--- config.mk ---
export PLATFORM = sky130hd
export DESIGN_NAME = fir_cell_array
export DESIGN_NICKNAME = d
export VERILOG_FILES = /design/src/rtl/fir_array_pkg.sv /design/src/rtl/fir_ctrl_pipe.sv /design/src/rtl/fir_coef_stage.sv /design/src/rtl/fir_mac_cell.sv /design/src/rtl/fir_cell_array.sv
export SDC_FILE = /design/constraint.sdc
export NUM_CORES = 2
export LEC_CHECK = 0
export ABC_AREA = 1
export CAP_MARGIN = 25
export CORE_MARGIN = 1.5
export CORE_UTILIZATION = 65
export CTS_BUF_LIST = sky130_fd_sc_hd__clkbuf_8
export CTS_CLUSTER_SIZE = 28
export DETAILED_ROUTE_END_ITERATION = 8
export PLACE_DENSITY = 0.9
export REMOVE_ABC_BUFFERS = 1
export SLEW_MARGIN = 20
export SYNTH_ARGS = -nofsm -noshare
export SYNTH_HDL_FRONTEND = slang
export SYNTH_HIERARCHICAL = 1
export SYNTH_SLANG_ARGS = --single-unit
--- constraint.sdc ---
create_clock -name clk -period 15.38 [get_ports clk]
set_input_delay 3.076 -clock clk [delete_from_list [all_inputs] [get_ports clk]]
set_output_delay 3.076 -clock clk [all_outputs]
set_load 0.1 [all_outputs]
--- src/rtl/fir_array_pkg.sv ---
package fir_array_pkg;

  localparam int DEF_CELLS  = 8;
  localparam int DEF_DATA_W = 9;
  localparam int DEF_COEF_W = 9;
  localparam int DEF_ACC_W  = 26;

  // decimation select: number of extra delay registers between cells
  typedef enum logic [1:0] {
    DEC_1TO1 = 2'd0,
    DEC_2TO1 = 2'd1,
    DEC_3TO1 = 2'd2,
    DEC_4TO1 = 2'd3
  } dec_mode_e;

  localparam int SEL_W     = $bits(dec_mode_e);
  localparam int MAX_DELAY = (1 << SEL_W) - 1;

  // registered copy of the control inputs
  typedef struct packed {
    logic      data_take;
    logic      coef_take;
    dec_mode_e dec;
  } ctrl_reg_t;

  function automatic int unsigned shift_period(input dec_mode_e m);
    return int'(m) + 1;
  endfunction

endpackage

--- src/rtl/fir_ctrl_pipe.sv ---
module fir_ctrl_pipe
  import fir_array_pkg::*;
(
  input  logic      clk,
  input  logic      rst_n,
  input  logic      data_en_n,
  input  logic      coef_en_n,
  input  logic [SEL_W-1:0] dec_sel,
  output logic      rst_pend,
  output logic      data_take,
  output logic      coef_take,
  output logic      shift_ev,
  output dec_mode_e dec_q
);

  ctrl_reg_t ctrl_q;

  always_ff @(posedge clk) begin
    rst_pend <= ~rst_n;
    if (rst_pend) begin
      ctrl_q <= '{data_take: 1'b0, coef_take: 1'b0, dec: DEC_1TO1};
    end else begin
      ctrl_q <= '{data_take: ~data_en_n,
                  coef_take: ~coef_en_n,
                  dec:       dec_mode_e'(dec_sel)};
    end
  end

  assign data_take = ctrl_q.data_take;
  assign coef_take = ctrl_q.coef_take;
  assign dec_q     = ctrl_q.dec;
  // the chain only moves when no reset is waiting at the same edge
  assign shift_ev  = ctrl_q.coef_take & ~rst_pend;

endmodule

--- src/rtl/fir_coef_stage.sv ---
module fir_coef_stage #(
  parameter int COEF_W = 9,
  parameter int SEL_W  = 2,
  localparam int DEPTH = (1 << SEL_W) - 1
) (
  input  logic              clk,
  input  logic              rst_n,
  input  logic              clear,
  input  logic              shift,
  input  logic [SEL_W-1:0]  tap_sel,
  input  logic [COEF_W-1:0] coef_in,
  output logic [COEF_W-1:0] c_q,
  output logic [COEF_W-1:0] tap_out
);

  logic [COEF_W-1:0] taps [DEPTH+1];

  always_ff @(posedge clk) begin
    if (clear)      c_q <= '0;
    else if (shift) c_q <= coef_in;
  end

  assign taps[0] = c_q;

  for (genvar k = 0; k < DEPTH; k++) begin : g_delay
    logic [COEF_W-1:0] d_r;
    always_ff @(posedge clk) begin
      if (clear)      d_r <= '0;
      else if (shift) d_r <= taps[k];
    end
    assign taps[k+1] = d_r;
  end

  assign tap_out = taps[tap_sel];

  // no shift event means the coefficient register keeps its value
  p_hold_r2: assert property (@(posedge clk) disable iff (!rst_n || clear)
    !shift |=> $stable(c_q));

endmodule

--- src/rtl/fir_mac_cell.sv ---
module fir_mac_cell #(
  parameter int DATA_W = 9,
  parameter int COEF_W = 9,
  parameter int ACC_W  = 26,
  localparam int PROD_W = DATA_W + COEF_W
) (
  input  logic                     clk,
  input  logic                     rst_n,
  input  logic                     clear,
  input  logic                     take,
  input  logic signed [DATA_W-1:0] din,
  input  logic signed [COEF_W-1:0] coef,
  input  logic                     acc_clr,
  output logic signed [ACC_W-1:0]  acc_q
);

  logic signed [DATA_W-1:0] x_q;

  function automatic logic signed [PROD_W-1:0] mul_s(
    input logic signed [DATA_W-1:0] a,
    input logic signed [COEF_W-1:0] b);
    return PROD_W'(a) * PROD_W'(b);
  endfunction

  function automatic logic signed [ACC_W-1:0] mac_next(
    input logic signed [ACC_W-1:0]  acc,
    input logic signed [PROD_W-1:0] p);
    return acc + {{(ACC_W-PROD_W){p[PROD_W-1]}}, p};
  endfunction

  always_ff @(posedge clk) begin
    if (clear)     x_q <= '0;
    else if (take) x_q <= din;
    else           x_q <= '0;
  end

  always_ff @(posedge clk) begin
    if (acc_clr) acc_q <= '0;
    else         acc_q <= mac_next(acc_q, mul_s(x_q, coef));
  end

  // a clear at an edge leaves a zero accumulator behind it
  p_clr_zero_r7: assert property (@(posedge clk) disable iff (!rst_n)
    acc_clr |=> (acc_q == '0));

  // a gated sample one cycle back contributes nothing at the next edge
  p_gate_r1: assert property (@(posedge clk) disable iff (!rst_n)
    (!$past(take) && !acc_clr) |=> $stable(acc_q));

endmodule

--- src/rtl/fir_cell_array.sv ---
module fir_cell_array
  import fir_array_pkg::*;
#(
  parameter int N_CELLS = DEF_CELLS,
  parameter int DATA_W  = DEF_DATA_W,
  parameter int COEF_W  = DEF_COEF_W,
  parameter int ACC_W   = DEF_ACC_W,
  localparam int ALL_W  = N_CELLS * ACC_W
) (
  input  logic               clk,
  input  logic               rst_n,
  input  logic               data_en_n,
  input  logic [DATA_W-1:0]  din,
  input  logic               coef_en_n,
  input  logic [COEF_W-1:0]  cin,
  input  logic [SEL_W-1:0]   dec_sel,
  input  logic [N_CELLS-1:0] acc_clr,
  output logic [COEF_W-1:0]  cout,
  output logic               cout_valid,
  output logic [ALL_W-1:0]   acc_all
);

  logic      rst_pend;
  logic      data_take;
  logic      coef_take;
  logic      shift_ev;
  dec_mode_e dec_q;

  logic [COEF_W-1:0] coef_link [N_CELLS+1];
  logic [COEF_W-1:0] c_vec     [N_CELLS];

  fir_ctrl_pipe u_ctrl (
    .clk       (clk),
    .rst_n     (rst_n),
    .data_en_n (data_en_n),
    .coef_en_n (coef_en_n),
    .dec_sel   (dec_sel),
    .rst_pend  (rst_pend),
    .data_take (data_take),
    .coef_take (coef_take),
    .shift_ev  (shift_ev),
    .dec_q     (dec_q)
  );

  assign coef_link[0] = cin;

  for (genvar i = 0; i < N_CELLS; i++) begin : g_cell
    logic signed [ACC_W-1:0] acc_w;

    fir_coef_stage #(
      .COEF_W (COEF_W),
      .SEL_W  (SEL_W)
    ) u_coef (
      .clk     (clk),
      .rst_n   (rst_n),
      .clear   (rst_pend),
      .shift   (shift_ev),
      .tap_sel (dec_q),
      .coef_in (coef_link[i]),
      .c_q     (c_vec[i]),
      .tap_out (coef_link[i+1])
    );

    fir_mac_cell #(
      .DATA_W (DATA_W),
      .COEF_W (COEF_W),
      .ACC_W  (ACC_W)
    ) u_mac (
      .clk     (clk),
      .rst_n   (rst_n),
      .clear   (rst_pend),
      .take    (data_take),
      .din     (din),
      .coef    (c_vec[i]),
      .acc_clr (acc_clr[i]),
      .acc_q   (acc_w)
    );

    assign acc_all[i*ACC_W +: ACC_W] = acc_w;
  end

  assign cout       = coef_link[N_CELLS];
  assign cout_valid = coef_take;

  // with no decimation registers a coefficient moves one cell per shift
  for (genvar i = 0; i < N_CELLS - 1; i++) begin : g_pass_chk
    p_dec0_pass_r3: assert property (@(posedge clk) disable iff (!rst_n || rst_pend)
      (shift_ev && dec_q == DEC_1TO1) |=> (c_vec[i+1] == $past(c_vec[i])));
  end

  // the final cycle of a reset request empties the cascade output
  p_reset_out_r5: assert property (@(posedge clk) disable iff (!rst_n)
    (rst_pend && rst_n) |=> (cout == '0 && !cout_valid));

  // the valid flag follows the enable pin one clock later
  p_valid_r8: assert property (@(posedge clk) disable iff (!rst_n)
    !$past(rst_pend) |-> (cout_valid == !$past(coef_en_n)));

endmodule

# Word-level counts from Yosys, hierarchy flattened
# Index checks and enable logic that the tools add are counted.
# W data, S select, Z words.
# word_totals
word_cells,94
out_inout_bits,218
ff_bits,510
input_bits,32
# classes
n_mul,8
reduce_logical,1
n_lt_le_gt_ge,1
n_mux,24
n_bitwise,7
addsub,8
# op_table
op,n
$add A26 B26 Y26,8
$bmux W9 S2,8
$mul A9 B9 Y18,8
$mux W9,16
$not A1 Y1,5
$ge A3 B3 Y1 const B,1
$not A2 Y3,1
$reduce_or A2 Y1,1
$and A1 B1 Y1,1

# Depth between registers and ports, before layout
# depth
word_depth,4
depth_mapped,34
mapped_depth_nobuf,33

# By module
# Netlist, hierarchy kept.
# by_module_without_submodules
mod,instances,seq_area_each_um2,cells_per_inst,area_each_um2
fir_coef_stage,8,720.7,261,1941.9
fir_mac_cell at g_cell[0].u_mac ...,2,700.7,796,5619.1
fir_mac_cell at g_cell[3].u_mac ...,2,700.7,781,5604.1
fir_mac_cell at g_cell[7].u_mac,1,700.7,771,5716.7
fir_mac_cell at g_cell[5].u_mac,1,700.7,800,5660.4
fir_mac_cell at g_cell[6].u_mac,1,700.7,771,5574.1
fir_mac_cell at g_cell[2].u_mac,1,700.7,779,5571.6
fir_ctrl_pipe,1,100.1,14,133.9

# Least setup slack after synthesis
# No wires, ideal clock.
# synth_path
path_type,register to register
startpoint,register g_cell[2].u_coef.c_q[8]
endpoint,register g_cell[2].u_mac.acc_q[23]
stages_incl_launch_ff,24
slack_ps,9470
t_arrival_ps,5786
required_time_ps,15256
cell_sequence,dfxtp_1 -> clkinv_1 -> or2_2 -> fa_1 -> fa_1 -> inv_1 -> fa_1 -> fa_1 -> fa_1 -> ha_1 -> a21oi_1 -> o21ai_1 -> nor2b_1 -> nor2_1 -> nand3_1 -> nand2_1 -> ha_1 -> a21oi_1 -> a21boi_0 -> nor2_1 -> nor3_1 -> nand3_1 -> o21ai_0 -> a21oi_1
# synth_between
elab_chain_cells,2
# synth_lines
element,line,rtl
from (decl),fir_coef_stage.sv:12,"output logic [COEF_W-1:0] c_q,"
from (signal assigned),fir_coef_stage.sv:20,else if (shift) c_q <= coef_in;
$mul A9 B9 Y18,fir_mac_cell.sv:22,return PROD_W'(a) * PROD_W'(b);
$add A26 B26 Y26,fir_mac_cell.sv:28,"return acc + {{(ACC_W-PROD_W){p[PROD_W-1]}}, p};"
to (signal assigned),fir_mac_cell.sv:39,"else acc_q <= mac_next(acc_q, mul_s(x_q, coef));"
to (decl),fir_mac_cell.sv:14,output logic signed [ACC_W-1:0] acc_q
# Every way passes these cells.
# A chain may end at the register's enable or synchronous reset.

# Final worst setup path
# layout_path
startpoint,register g_cell[0].u_coef.c_q[8]
endpoint,register g_cell[0].u_mac.acc_q[20]
# layout_between
elab_chain_cells,2
# layout_lines
element,line
from (decl),fir_coef_stage.sv:12
from (signal assigned),fir_coef_stage.sv:20
$mul A9 B9 Y18,fir_mac_cell.sv:22
$add A26 B26 Y26,fir_mac_cell.sv:28
to (signal assigned),fir_mac_cell.sv:39
to (decl),fir_mac_cell.sv:14
# Every way passes these cells.

==> results by group <==
Drt
  • WL final: 151000 microns
  • Routed via count: 53700
  • Drt via density: 5.48
  • DRT Pass-1 Iters: 8
  • WL per Instance: 15.4 microns
  • Post-detailed-route count of antenna-violating nets: 0
  • DRC viols: 0
  • Iter 0 DRT Violations: 4538

Floorplanning
  • Starting Density: 65.9%
  • Site row count: 111
  • IO Count: 250
  • Die width: 308 microns
  • Die height: 308 microns
  • Core area: 92100 sq um
  • Die area: 95100 sq um

Cells and area
  • Final Util: 70.9%
  • Nets: 9591
  • Post-route cell area: 65300 sq um
  • P&R area growth vs syn: 7.61%
  • Share of layout cells above drive strength 1: 10.1%

Synth
  • Largest cells by area after synthesis: dfxtp_1, fa_1, nand2_1, ha_1, inv_1
  • Sequential area share after synthesis: 18.9%
  • Asr flop ratio synth: 0%
  • Syn Area/Cell: 7.24 sq um
  • Seq cells post-synth: 573
  • Syn. warnings: 6
  • EDFF count, synth: 0
  • Area share of the largest cell type after synthesis: 18.9%
  • Mapped Area: 60600 sq um
  • Commonest cells post-synth: nand2_1, inv_1, dfxtp_1
  • Most numerous cell in the Yosys netlist: nand2_1
  • Synth Flop Type: dfxtp_1
  • Post-synthesis cell type count: 62
  • Area leader, netlist: dfxtp_1
  • Mapped Cells: 8377

Pwr
  • Worst IR drop on VDD: 74.5 uV
  • Leakage: 34.8 nW
  • Total power: 3.78 mW
  • PwrDens: 57.9 nW/um^2

Clock network
  • Root buf cell: clkbuf_8
  • # hold bufs at CTS: 0
  • CTS tree: yes
  • CTS buffer count: 104
  • Worst-path clk slew: 60 ps
  • H-tree level count: 3
  • Clk buf depth: 3
  • Clock Latency Late Sink: 800 ps
  • # clock sinks: 573
  • Post-CTS Setup Repair Bufs: 0
  • Resize count post-CTS: 0

STA
  • Hold WS: 467 ps
  • Pin slew with the least headroom to its limit: 1160 ps
  • Relative slew slack: 22.6%
  • Final setup fails: 0
  • Clk_skew: 54.5 ps
  • Final hold vios: 0
  • Max Fclk: 150 MHz
  • Fin crit share: 43.2%
  • RSZ-0062 raised after global routing: no
  • Fin crit period: 6650 ps
  • Final Slew Violations: 0

Status
  • Outcome: completed

Job
  • Max-cap viol count: 0

GRT
  • First-pass GRT wire length: 252000 microns
  • All-Layer GR Usage: 31.8%
  • Largest net degree at the start of global routing: 145
  • Gr ovfl total: 0
  • Vias in the first global route: 53900
  • Initial antenna violation count: 3

Hold path
  • Worst Hold Class: reg -> reg
  • Min-delay src: g_cell[1].u_coef/g_delay[2].d_r[1]$_SDFFE_PP0P_

Critical path
  • Worst setup startpoint: g_cell[0].u_coef/c_q[8]$_SDFFE_PP0P_
  • Origin of the critical flop-to-flop path: g_cell[0].u_coef/c_q[8]$_SDFFE_PP0P_
  • Kind of end point of the critical path: flip-flop
  • CP startpoint kind: flip-flop
  • Kind of critical path: reg -> reg
  • Worst Path Required: 16030 ps
  • Crit path DAT: 7300 ps
  • Flop-to-flop setup slack: 8730 ps
  • Worst-path fanout max: 9

Placement
  • DP Area: 62900 sq um
  • Final RePlAce weighted congestion: 0.989
  • Post-DP HPWL: 113000 microns
  • IO Port Bufs: 249
## path summary, 6_finish.rpt
| path | to | cells past startpoint |
|---|---|---|
| worst min register to register | g_cell[1].u_coef/g_delay[2].d_r[1]$_SDFFE_PP0P_ | 2 |
| worst min-delay path | g_cell[1].u_coef/g_delay[2].d_r[1]$_SDFFE_PP0P_ | 2 |
| worst max register to register | g_cell[0].u_mac/acc_q[20]$_SDFF_PP0_ | 27 |
| worst max-delay path | g_cell[0].u_mac/acc_q[20]$_SDFF_PP0_ | 27 |
## cell families (layout without fill, tap and decap cells)
kind of cell	Yosys count	after routing	synth area share [%]
xor+xnor	94	94	1.36
simple gates	3536	3536	24.7
fa+ha+maj	1088	1088	29.5
compound gates	1103	1103	11.6
flops	573	573	18.9
buf+inv	1983	2161	13.9
other cells	0	3	0
## critical path: stages (launching register included)
cell	delay (ps)
dfxtp_1	460
clkinv_1	300
or2_2	380
fa_1	500
fa_1	540
inv_1	60
fa_1	530
fa_1	590
fa_1	430
ha_1	350
a21oi_1	160
nand2_1	150
nand3_1	120
nand3_1	90
nand3_1	110
nand2_1	260
ha_1	470
nand2_1	110
nor2_1	150
inv_1	70
nor2_1	120
nand4_1	110
nand3_1	160
nand2_1	70
nand2_1	80
nand2_1	50
nand2_1	50
nor2_1	50
## registers in the layout (all words and copies together) (netlist names)
| name | count |
|---|---|
| g_cell.u_coef/g_delay.d_r | 216 |
| g_cell.u_mac/acc_q | 208 |
| g_cell.u_coef/c_q | 72 |
| g_cell.u_mac/x_q | 72 |
| u_ctrl/dec_q | 2 |
| u_ctrl/coef_take | 1 |
| u_ctrl/data_take | 1 |
| u_ctrl/rst_pend | 1 |
## where the power goes
part           internal, mW  total (mW)  switching (mW)
logic                 0.154       0.573           0.419
clock network         0.891        1.63           0.735
registers              1.52        1.58          0.0590
total                  2.56        3.78            1.21
## per-stage QoR
step                      std cells  worst slack [ps]   TNS, ps
final                          9801              8730         0
after floorplan                8103            -25350  -7287560
after CTS                      9795              8760         0
after global routing           9801              8210         0
after global placement         9605              8950         0
after detailed placement       9605              8770         0
## cells in the final DEF, fill, tap and decap left out, drive strengths merged, types with 13 or more instances in the layout
| cell | netlist | routed |
|---|---|---|
| a21o | 48 | 48 |
| a21oi | 702 | 702 |
| a31oi | 13 | 13 |
| buf | 127 | 13 |
| clkbuf | 147 | 127 |
| clkdlybuf4s50 | 0 | 249 |
| clkinv | 10 | 29 |
| dfxtp | 573 | 573 |
| fa | 568 | 568 |
| ha | 520 | 520 |
| inv | 1699 | 1732 |
| nand2 | 2475 | 2475 |
| nand3 | 390 | 390 |
| nand4 | 35 | 35 |
| nor2 | 558 | 558 |
| nor3 | 42 | 42 |
| o21a | 46 | 46 |
| o21ai | 221 | 221 |
| o21bai | 38 | 38 |
| or2 | 14 | 14 |
| xnor2 | 45 | 45 |
| xor2 | 49 | 49 |
## layer usage
| metal | vias to the layer above | routed length, microns | global-route usage [%] |
|---|---|---|---|
| met3 | 459 | 11000 | 4.98 |
| met1 | 25300 | 59800 | 38.6 |
| met4 | 0 | 6340 | 14.4 |
| met5 | - | 0 | 0 |
| li1 | 25800 | - | - |
| met2 | 2114 | 74100 | 55.6 |
## final cells by class
| type | instances | area (sq um) |
|---|---|---|
| tap | 1243 | 1560 |
| sequential | 573 | 11500 |
| antenna | 3 | 7.51 |
| fill | 7100 | 26800 |
| clock inverter | 63 | 551 |
| multi-input combinational | 5821 | 40800 |
| inverter | 1709 | 6540 |
| timing repair buffer | 262 | 2620 |
| clock buffer | 127 | 1750 |
Power figures use the tool's default switching activity.
